--- config.mk ---
export PLATFORM = sky130hd
export DESIGN_NAME = trace_buf_ctrl
export DESIGN_NICKNAME = d
export VERILOG_FILES = /design/src/rtl/tbc_pkg.sv /design/src/rtl/tbc_store.sv /design/src/rtl/tbc_ctrl.sv /design/src/rtl/tbc_regs.sv /design/src/rtl/trace_buf_ctrl.sv
export SDC_FILE = /design/constraint.sdc
export NUM_CORES = 2
export LEC_CHECK = 0
export ABC_AREA = 1
export BUFFER_PORTS_ARGS = -buffer_cell sky130_fd_sc_hd__buf_4
export CORE_ASPECT_RATIO = 1.25
export CORE_UTILIZATION = 61
export CTS_BUF_LIST = sky130_fd_sc_hd__clkbuf_4 sky130_fd_sc_hd__clkbuf_8
export DETAILED_ROUTE_END_ITERATION = 10
export PLACE_DENSITY = 0.81
export SKIP_LAST_GASP = 1
export SYNTH_ARGS = -nofsm -noshare
export SYNTH_HDL_FRONTEND = slang
export SYNTH_HIERARCHICAL = 1
export SYNTH_SLANG_ARGS = --single-unit
--- constraint.sdc ---
create_clock -name clk_i -period 3.9 [get_ports clk_i]
set_input_delay 0.78 -clock clk_i [delete_from_list [all_inputs] [get_ports clk_i]]
set_output_delay 0.78 -clock clk_i [all_outputs]
set_load 0.005 [all_outputs]
--- src/rtl/tbc_pkg.sv ---
package tbc_pkg;
    localparam int unsigned SEL_W = 4;
    localparam logic [SEL_W-1:0] SEL_TRACE = 4'd11;
    localparam logic [SEL_W-1:0] SEL_CK0   = 4'd12;
    localparam logic [SEL_W-1:0] SEL_CK1   = 4'd13;

    typedef enum logic {
        MODE_FILL = 1'b0,
        MODE_WRAP = 1'b1
    } tbc_mode_e;
endpackage

--- src/rtl/tbc_store.sv ---
module tbc_store #(
    parameter int unsigned DEPTH   = 256,
    parameter int unsigned ENTRY_W = 8,
    localparam int unsigned PW     = $clog2(DEPTH)
) (
    input  logic               clk_i,
    input  logic               wr_i,
    input  logic [PW-1:0]      waddr_i,
    input  logic [ENTRY_W-1:0] wdata_i,
    input  logic [PW-1:0]      raddr_i,
    output logic [ENTRY_W-1:0] rdata_o
);
    logic [ENTRY_W-1:0] mem_q [DEPTH];

    always_ff @(posedge clk_i) begin
        if (wr_i) begin
            mem_q[waddr_i] <= wdata_i;
        end
    end

    assign rdata_o = mem_q[raddr_i];
endmodule

--- src/rtl/tbc_ctrl.sv ---
module tbc_ctrl
    import tbc_pkg::*;
#(
    parameter int unsigned DEPTH = 256,
    localparam int unsigned PW   = $clog2(DEPTH),
    localparam int unsigned CW   = PW + 1
) (
    input  logic          clk_i,
    input  logic          rst_ni,
    input  logic          en_i,
    input  tbc_mode_e     mode_i,
    input  logic          evt_i,
    input  logic          busy_i,
    input  logic          pop_i,
    output logic          wr_o,
    output logic          start_o,
    output logic [PW-1:0] wptr_o,
    output logic [PW-1:0] rptr_o,
    output logic          empty_o,
    output logic          exc_o
);
    typedef struct packed {
        logic          en;
        logic [PW-1:0] wptr;
        logic [PW-1:0] rptr;
        logic [CW-1:0] cnt;
        logic          stop;
        logic          exc;
    } ctrl_t;

    ctrl_t q, d;
    logic  start, full, rec;

    function automatic logic [PW-1:0] adv(input logic [PW-1:0] p);
        return (p == PW'(DEPTH - 1)) ? '0 : p + PW'(1);
    endfunction

    always_comb begin
        d     = q;
        d.en  = en_i;
        d.exc = 1'b0;
        start = en_i && !q.en;
        full  = (q.cnt == CW'(DEPTH));
        rec   = en_i && !start && evt_i && !busy_i && !q.stop
                && !(full && mode_i == MODE_FILL);
        if (start) begin
            d.wptr = '0;
            d.rptr = '0;
            d.cnt  = '0;
            d.stop = 1'b0;
        end else begin
            if (rec) begin
                d.wptr = adv(q.wptr);
                if (full) begin
                    d.rptr = adv(q.rptr);
                end else begin
                    d.cnt = q.cnt + CW'(1);
                end
                if (mode_i == MODE_FILL && q.cnt == CW'(DEPTH - 1)) begin
                    d.stop = 1'b1;
                    d.exc  = 1'b1;
                end
            end
            if (pop_i && q.cnt != '0) begin
                d.rptr = adv(q.rptr);
                d.cnt  = q.cnt - CW'(1);
            end
        end
    end

    always_ff @(posedge clk_i or negedge rst_ni) begin
        if (!rst_ni) begin
            q <= '0;
        end else begin
            q <= d;
        end
    end

    assign wr_o    = rec;
    assign start_o = start;
    assign wptr_o  = q.wptr;
    assign rptr_o  = q.rptr;
    assign empty_o = (q.cnt == '0);
    assign exc_o   = q.exc;

    p_cnt_bound_r4: assert property (@(posedge clk_i) disable iff (!rst_ni)
        q.cnt <= CW'(DEPTH));
    p_exc_one_cycle_r3: assert property (@(posedge clk_i) disable iff (!rst_ni)
        exc_o |=> !exc_o);
    p_no_write_after_exc_r3: assert property (@(posedge clk_i) disable iff (!rst_ni)
        (exc_o && q.en) |-> !wr_o);
    p_idle_no_write_r6: assert property (@(posedge clk_i) disable iff (!rst_ni)
        (!en_i || busy_i) |-> !wr_o);
    p_start_empties_r7: assert property (@(posedge clk_i) disable iff (!rst_ni)
        start_o |=> empty_o);
endmodule

--- src/rtl/tbc_regs.sv ---
module tbc_regs
    import tbc_pkg::*;
#(
    parameter int unsigned ENTRY_W = 8,
    parameter int unsigned ADDR_W  = 32,
    parameter int unsigned AUX_W   = 10
) (
    input  logic               clk_i,
    input  logic               rst_ni,
    input  logic               req_i,
    input  logic               we_i,
    input  logic               dp_i,
    input  logic               user_i,
    input  logic [SEL_W-1:0]   sel_i,
    input  logic [AUX_W-1:0]   aux_i,
    input  logic [ADDR_W-1:0]  wdata_i,
    input  logic               rec_i,
    input  logic               ckpt_i,
    input  logic [ADDR_W-1:0]  tgt_i,
    input  logic               start_i,
    input  logic               empty_i,
    input  logic [ENTRY_W-1:0] entry_i,
    output logic               pop_o,
    output logic               undef_o,
    output logic [ADDR_W-1:0]  rdata_o
);
    typedef struct packed {
        logic [ADDR_W-1:0] ck0;
        logic [ADDR_W-1:0] ck1;
        logic              ck_sel;
        logic [ADDR_W-1:0] rdata;
        logic              undef;
    } regs_t;

    regs_t q, d;
    logic  ok;

    always_comb begin
        d       = q;
        ok      = req_i && !user_i && !dp_i && (aux_i == '0);
        d.undef = req_i && (user_i || dp_i);
        d.rdata = '0;
        pop_o   = ok && !we_i && (sel_i == SEL_TRACE) && !empty_i;
        if (ok && !we_i) begin
            unique case (sel_i)
                SEL_TRACE: d.rdata = empty_i ? '0 : ADDR_W'(entry_i);
                SEL_CK0:   d.rdata = q.ck0;
                SEL_CK1:   d.rdata = q.ck1;
                default:   d.rdata = '0;
            endcase
        end
        if (ok && we_i) begin
            if (sel_i == SEL_CK0) d.ck0 = wdata_i;
            if (sel_i == SEL_CK1) d.ck1 = wdata_i;
        end
        if (start_i) begin
            d.ck_sel = 1'b0;
        end else if (rec_i && ckpt_i) begin
            if (q.ck_sel) d.ck1 = tgt_i;
            else          d.ck0 = tgt_i;
            d.ck_sel = !q.ck_sel;
        end
    end

    always_ff @(posedge clk_i or negedge rst_ni) begin
        if (!rst_ni) begin
            q <= '0;
        end else begin
            q <= d;
        end
    end

    assign undef_o = q.undef;
    assign rdata_o = q.rdata;

    p_user_undef_r10: assert property (@(posedge clk_i) disable iff (!rst_ni)
        (req_i && user_i) |=> (undef_o && rdata_o == '0));
    p_user_no_pop_r10: assert property (@(posedge clk_i) disable iff (!rst_ni)
        (req_i && user_i) |-> !pop_o);
    p_dp_undef_r11: assert property (@(posedge clk_i) disable iff (!rst_ni)
        (req_i && dp_i) |=> undef_o);
    p_idle_rdata_r2: assert property (@(posedge clk_i) disable iff (!rst_ni)
        !(req_i && !we_i) |=> (rdata_o == '0));
    p_aux_quiet_r12: assert property (@(posedge clk_i) disable iff (!rst_ni)
        (req_i && !user_i && !dp_i && aux_i != '0) |=> (!undef_o && rdata_o == '0));
    p_empty_no_pop_r5: assert property (@(posedge clk_i) disable iff (!rst_ni)
        empty_i |-> !pop_o);
endmodule

--- src/rtl/trace_buf_ctrl.sv ---
module trace_buf_ctrl
    import tbc_pkg::*;
#(
    parameter int unsigned DEPTH   = 256,
    parameter int unsigned ENTRY_W = 8,
    parameter int unsigned ADDR_W  = 32,
    parameter int unsigned AUX_W   = 10
) (
    input  logic               clk_i,
    input  logic               rst_ni,
    input  logic               trc_en_i,
    input  logic               trc_wrap_i,
    input  logic               evt_valid_i,
    input  logic [ENTRY_W-1:0] evt_data_i,
    input  logic [ADDR_W-1:0]  evt_target_i,
    input  logic               evt_ckpt_i,
    input  logic               user_mode_i,
    input  logic               reg_req_i,
    input  logic               reg_we_i,
    input  logic               reg_dp_i,
    input  logic [SEL_W-1:0]   reg_sel_i,
    input  logic [AUX_W-1:0]   reg_aux_i,
    input  logic [ADDR_W-1:0]  reg_wdata_i,
    output logic               dbg_exc_o,
    output logic               undef_o,
    output logic [ADDR_W-1:0]  reg_rdata_o
);
    localparam int unsigned PW = $clog2(DEPTH);

    logic               wr, start, empty, pop;
    logic [PW-1:0]      wptr, rptr;
    logic [ENTRY_W-1:0] entry;

    tbc_ctrl #(.DEPTH(DEPTH)) u_ctrl (
        .clk_i   (clk_i),
        .rst_ni  (rst_ni),
        .en_i    (trc_en_i),
        .mode_i  (tbc_mode_e'(trc_wrap_i)),
        .evt_i   (evt_valid_i),
        .busy_i  (reg_req_i),
        .pop_i   (pop),
        .wr_o    (wr),
        .start_o (start),
        .wptr_o  (wptr),
        .rptr_o  (rptr),
        .empty_o (empty),
        .exc_o   (dbg_exc_o)
    );

    tbc_store #(.DEPTH(DEPTH), .ENTRY_W(ENTRY_W)) u_store (
        .clk_i   (clk_i),
        .wr_i    (wr),
        .waddr_i (wptr),
        .wdata_i (evt_data_i),
        .raddr_i (rptr),
        .rdata_o (entry)
    );

    tbc_regs #(.ENTRY_W(ENTRY_W), .ADDR_W(ADDR_W), .AUX_W(AUX_W)) u_regs (
        .clk_i   (clk_i),
        .rst_ni  (rst_ni),
        .req_i   (reg_req_i),
        .we_i    (reg_we_i),
        .dp_i    (reg_dp_i),
        .user_i  (user_mode_i),
        .sel_i   (reg_sel_i),
        .aux_i   (reg_aux_i),
        .wdata_i (reg_wdata_i),
        .rec_i   (wr),
        .ckpt_i  (evt_ckpt_i),
        .tgt_i   (evt_target_i),
        .start_i (start),
        .empty_i (empty),
        .entry_i (entry),
        .pop_o   (pop),
        .undef_o (undef_o),
        .rdata_o (reg_rdata_o)
    );
endmodule

== Word level (Yosys, flattened, before mapping) ==
Memories as Yosys holds them, arrays and structs flattened.
Cells that the tools add are included.

* Bits in registers: 126
* RAM bits: 2,048
* Input port bits: 96
* Output and inout port bits: 34
* Logic and storage cells: 87
* Memories: 1

* $add $sub $neg: 4
* Equal/unequal tests: 8
* Mux-type cells: 22
* Bitwise operators: 1
* Reductions and logical operators: 40

{| class="wikitable"
|+ Memories
! memory !! words !! bits a word !! rd ports !! clocked after memory_dff !! write ports !! RTL line !! text
|-
| u_store.mem_q || 256 || 8 || 1 || 0 || 1 || tbc_store.sv:13 || <nowiki>logic [ENTRY_W-1:0] mem_q [DEPTH];</nowiki>
|}

{| class="wikitable"
|+ Operators by type and width
! operator !! number
|-
| $mux 32 || 5
|-
| $mux 64 || 2
|-
| $pmux 32 s3 || 1
|-
| $mux 65 || 1
|-
| $mux 8 || 4
|-
| $mux 27 || 1
|-
| $mux 26 || 1
|-
| $logic_and 1x1->1 || 18
|-
| $mux 17 || 1
|-
| $add 8x1->8 const B || 2
|-
| $eq 8x8->1 const B || 2
|-
| $eq 4x4->1 const B || 3
|-
| $logic_not 1->1 || 10
|-
| $logic_not 10->1 || 1
|-
| $add 9x1->9 const B || 1
|-
| $eq 9x8->1 const B || 1
|-
| $eq 9x9->1 const B || 1
|-
| $logic_not 9->1 || 1
|-
| $mux 9 || 1
|-
| $reduce_bool 9->1 || 1
|-
| $sub 9x1->9 const B || 1
|-
| $reduce_and 2->1 || 3
|-
| $reduce_bool 2->1 || 3
|-
| $reduce_bool 3->1 || 2
|-
| other kinds (5) || 8
|}

== Logic depth before layout (Yosys ltp) ==
* Depth after elaboration: 11
* Depth in mapped cells: 18
* Gate-level depth less buffers: 14

== Hierarchy ==
The synthesis kept the hierarchy.

{| class="wikitable"
|+ Modules (own cells, without submodules)
! module !! times used !! cells each !! area each (um^2)
|-
| tbc_store || 1 || 6,995 || 83,236.1
|-
| tbc_regs || 1 || 707 || 5,131.2
|-
| tbc_ctrl || 1 || 286 || 2,057.0
|}

== Worst setup path after synthesis ==
No wires, ideal clock.

* Path type: input-to-reg
* From: input port reg_req_i
* To: memory u_store.mem_q[162][0], enable pin
* Arrival: 2,522 ps
* Data required time: 3,530 ps
* Slack: 1,008 ps
* Stages: 9
* Path buffers: 2
* Cell sequence: inv_1 -> nand3_1 -> nor2_2 -> nand2_1 -> nand2_1 -> clkbuf_1 -> nand3_1 -> clkbuf_1 -> nor2_1

* Longest elaborated chain between the ends: 6

{| class="wikitable"
|+ Ends and longest elaborated chain
! element !! RTL line !! text
|-
| start, declared || trace_buf_ctrl.sv:18 || <nowiki>input logic reg_req_i,</nowiki>
|-
| $logic_not 1->1 || tbc_ctrl.sv:44 || <nowiki>rec = en_i && !start && evt_i && !busy_i && !q.stop</nowiki>
|-
| $logic_and 1x1->1 (2 in a row) || tbc_ctrl.sv:44 ||
|-
| $logic_and 1x1->1 || tbc_ctrl.sv:45 || <nowiki>&& !(full && mode_i == MODE_FILL);</nowiki>
|-
| net wr || trace_buf_ctrl.sv:30 || <nowiki>logic wr, start, empty, pop;</nowiki>
|-
| $mux 1 || tbc_store.sv:16 || <nowiki>if (wr_i) begin</nowiki>
|-
| $mux 1 (not written as such) || tbc_store.sv:17 || <nowiki>mem_q[waddr_i] <= wdata_i;</nowiki>
|-
| end, declared || tbc_store.sv:13 ||
|}

The timed path passes the listed nets, and every way through them passes these cells.

==> impl_results.md <==
- Most common cell in the synthesized netlist: nand2_1
- Fin crit period: 3390 ps
- Switch share: 21.4%
- Fin crit share: 86.9%
- Clock Tree Root: clkbuf_8
- Worst Min Path Start: evt_target_i[6]
- Placed insts: 9693
- Top_reg_cell synth: edfxtp_1
- WL/cell: 23.1 um
- Clock Skew: 71.0 ps
- Worst hold path cell count: 3
- Switching power: 9.71 mW
- Largest net degree at the start of global routing: 188
- Final WL: 238000 um
- Post-synth top area share: 68.0%
- Post-Place Setup Slack: 685 ps
- Clk_lat worst skew: 1040 ps
- Post-CTS Resized: 0
- Post-synth top cells: nand2_1, nand3_1, edfxtp_1
- Crit-path max FO: 90
- Synthesis warning total: 6
- Final Power: 45.4 mW
- R2R Setup Slk: 510 ps
- DP Area: 0.0933 mm2
- Slew headroom: 9.96%
- Chip Height: 432 um
- Setup Crit Path Kind: reg -> reg
- Routed vias/inst: 6.23
- Required time of the worst setup path: 4840 ps
- Via Count: 64043
- CTS hold repair buffers: 31
- Peak supply drop: 0.399 mV
- Final setup fails: 0
- Htree depth: 5
- Layout net count: 8243
- Clock power share: 39.3%
- DIE AREA: 0.150 mm2
- Final Core Density: 68.0%
- Setup slack after layout: 512 ps
- Worst R2R Path Depth: 14
- Crit. End Element: flip-flop
- Final ANT Viol Nets: 0
- Synth area leader: edfxtp_1
- Post-DP HPWL: 136000 um
- Vias in the first global route: 62285
- Post-synth EDFFs: 2048
- Top post-synthesis cells by area: edfxtp_1, nand3_1, nand2_1
- Fin Setup TNS: 0 ps
- Ys async rst share: 5.80%
- CTS sink count: 2174
- Combinational share of power: 3.8%
- Cell area after synthesis: 0.0904 mm2
- WP buf/inv: 2
- Hold Violations, Final: 0
- Cell variety after synth: 39
- Cell Chain, Critical Path: inv_16 -> buf_12 -> nand2_1 -> nand3_1 -> nand3_1 -> nand3_1 -> nand3_1 -> nand3_1 -> nand3_1 -> nand2_1 -> nand2_1 -> nand2_1 -> a21oi_1 -> nor2_1
- Mean Syn Cell Area: 11.3 um2
- Number of synthesized register bits: 2174
- Status: completed
- CTS Buf Count: 323
- Fin area: 0.0997 mm2
- Min-delay worst type: in -> reg
- Worst Hold Path EP: u_regs/q[40]
- CTS tree: yes
- 1st-iter DRT viols: 9370
- Initial Utilization: 61.6%
- Initial antenna violation count: 3
- Clock Path Buffers: 4
- CP Launch Type: flip-flop
- Die outline width: 346 um
- FF-to-FF Start: u_ctrl/rptr_o[0]
- Flop pwr share: 56.9%
- CP peak stage delay: 660 ps
- Internal power: 35.7 mW
- Least-Margin Pin Slew: 1350 ps
- CP dominant cell by count: nand3_1
- Fmax: 295 MHz
- Site Rows: 157
- Area grow syn2layout: 10.3%
- Total of max-cap violations: 0
- RSZ-0062 raised after global routing: false
- Total global routing overflow: 0
- Synthesized instance count: 7988
- DR pass1 iterations: 9
- DR DRC count: 0
- Worst-path clk slew: 70 ps
- Core Area: 0.147 mm2
- Worst endpoint data arrival time: 4330 ps
- # port buffers: 129
- Delay-heaviest family, CP: simple AND/OR/NAND/NOR gates
- I/O pin cnt: 130
- Final Max Slew Viols: 0
- Reg2reg end: u_regs/rdata_o[0]
- RePlAce Congestion: 0.938
- Post-Syn Nets: 8090
- CP max stage cell: dfrtp_4
- Leak: 35.6 nW
- Post-CTS setup buffers: 0
- Layout Cells excl Fill: 10276
- Power Density: 455 mW/mm2
- First-pass GRT wire length: 357000 um
- Seq/Total Area, Yosys: 71.5%
- Fraction of layout cells with a size suffix above 1: 10.7%
- Hold_ws: 65.7 ps
- Total Routing Usage GR: 31.5%
tightest hold or removal path, stage by stage:
cell and delay [ps]:
buf_4 90, nor2_1 40, a21oi_1 100
flip-flops by register name, summed over array words and instances, names as in the netlist:
name	cells
u_ctrl/wptr_o	8
u_regs/q	65
u_ctrl/rptr_o	8
u_regs/rdata_o	32
u_ctrl/exc_o	1
u_ctrl/q	11
u_store/mem_q	2048
u_regs/undef_o	1
how the worst max path moves through the flow:
stage / cells after the start / start / endpoint
after floorplan: 9 / reg_req_i / u_store/mem_q[162][0]
after global placement: 12 / reg_req_i / u_regs/q[67]
after detailed placement: 10 / reg_req_i / u_store/mem_q[80][6]
after CTS: 14 / u_ctrl/rptr_o[0] / u_regs/rdata_o[0]
after global routing: 14 / u_ctrl/rptr_o[0] / u_regs/rdata_o[0]
final: 14 / u_ctrl/rptr_o[0] / u_regs/rdata_o[0]
cell type report:
class	count	area, um2
well taps	1908	2390
diodes	4	10.0
fillers	9779	47000
clock buffers	429	5350
multi-input cells	5156	22400
clock inverters	119	751
inverters	82	344
repair buffers	404	3820
flip-flops and latches	2174	64700
power by group through the flow:
stage          clock, mW  sequential [mW]  combinational (mW)
2_1_floorplan          0             26.3               0.833
6_report            17.8             25.8                1.71
3_3_place_gp           0             26.3                1.59
4_1_cts             18.0             25.8                1.68
5_1_grt             18.9             25.8                1.84
3_5_place_dp           0             26.3                1.64
kinds of logic (layout without fill, tap and decap cells):
kind of cell	count (synthesis)	after routing	share of synthesized area (%)
flops	2174	2174	71.5
compound gates	132	132	0.785
other cells	0	4	0
buf+inv	658	1034	3.74
xor+xnor	13	13	0.126
simple gates	5005	5005	23.8
fa+ha+maj	6	6	0.0830
cells in the final DEF, fill, tap and decap left out, drive strengths merged:
cell type	netlist	layout
nand2	2416	2416
nand3	2057	2057
edfxtp	2048	2048
nor2	518	518
clkbuf	128	429
buf	448	373
dfrtp	126	126
clkinv	1	106
a21oi	105	105
inv	81	83
dlygate4sd3	0	31
o21ai	18	18
xor2	10	10
bufinv	0	9
nand4	6	6
o22ai	6	6
ha	6	6
diode	0	4
nor3	4	4
clkinvlp	0	3
xnor2	3	3
nand3b	2	2
nor4	1	1
o211ai	1	1
a21boi	1	1
or2	1	1
o21bai	1	1
metal layers:
metal,GRT usage [%],share of wire (%),vias up
met3,6.24,11,881
met1,38.9,34,30430
li1,-,-,28199
met2,51.5,48,4531
met4,19.1,6.1,2
met5,0,0.0051,-
No activity file was read; power rests on OpenSTA's default activity.
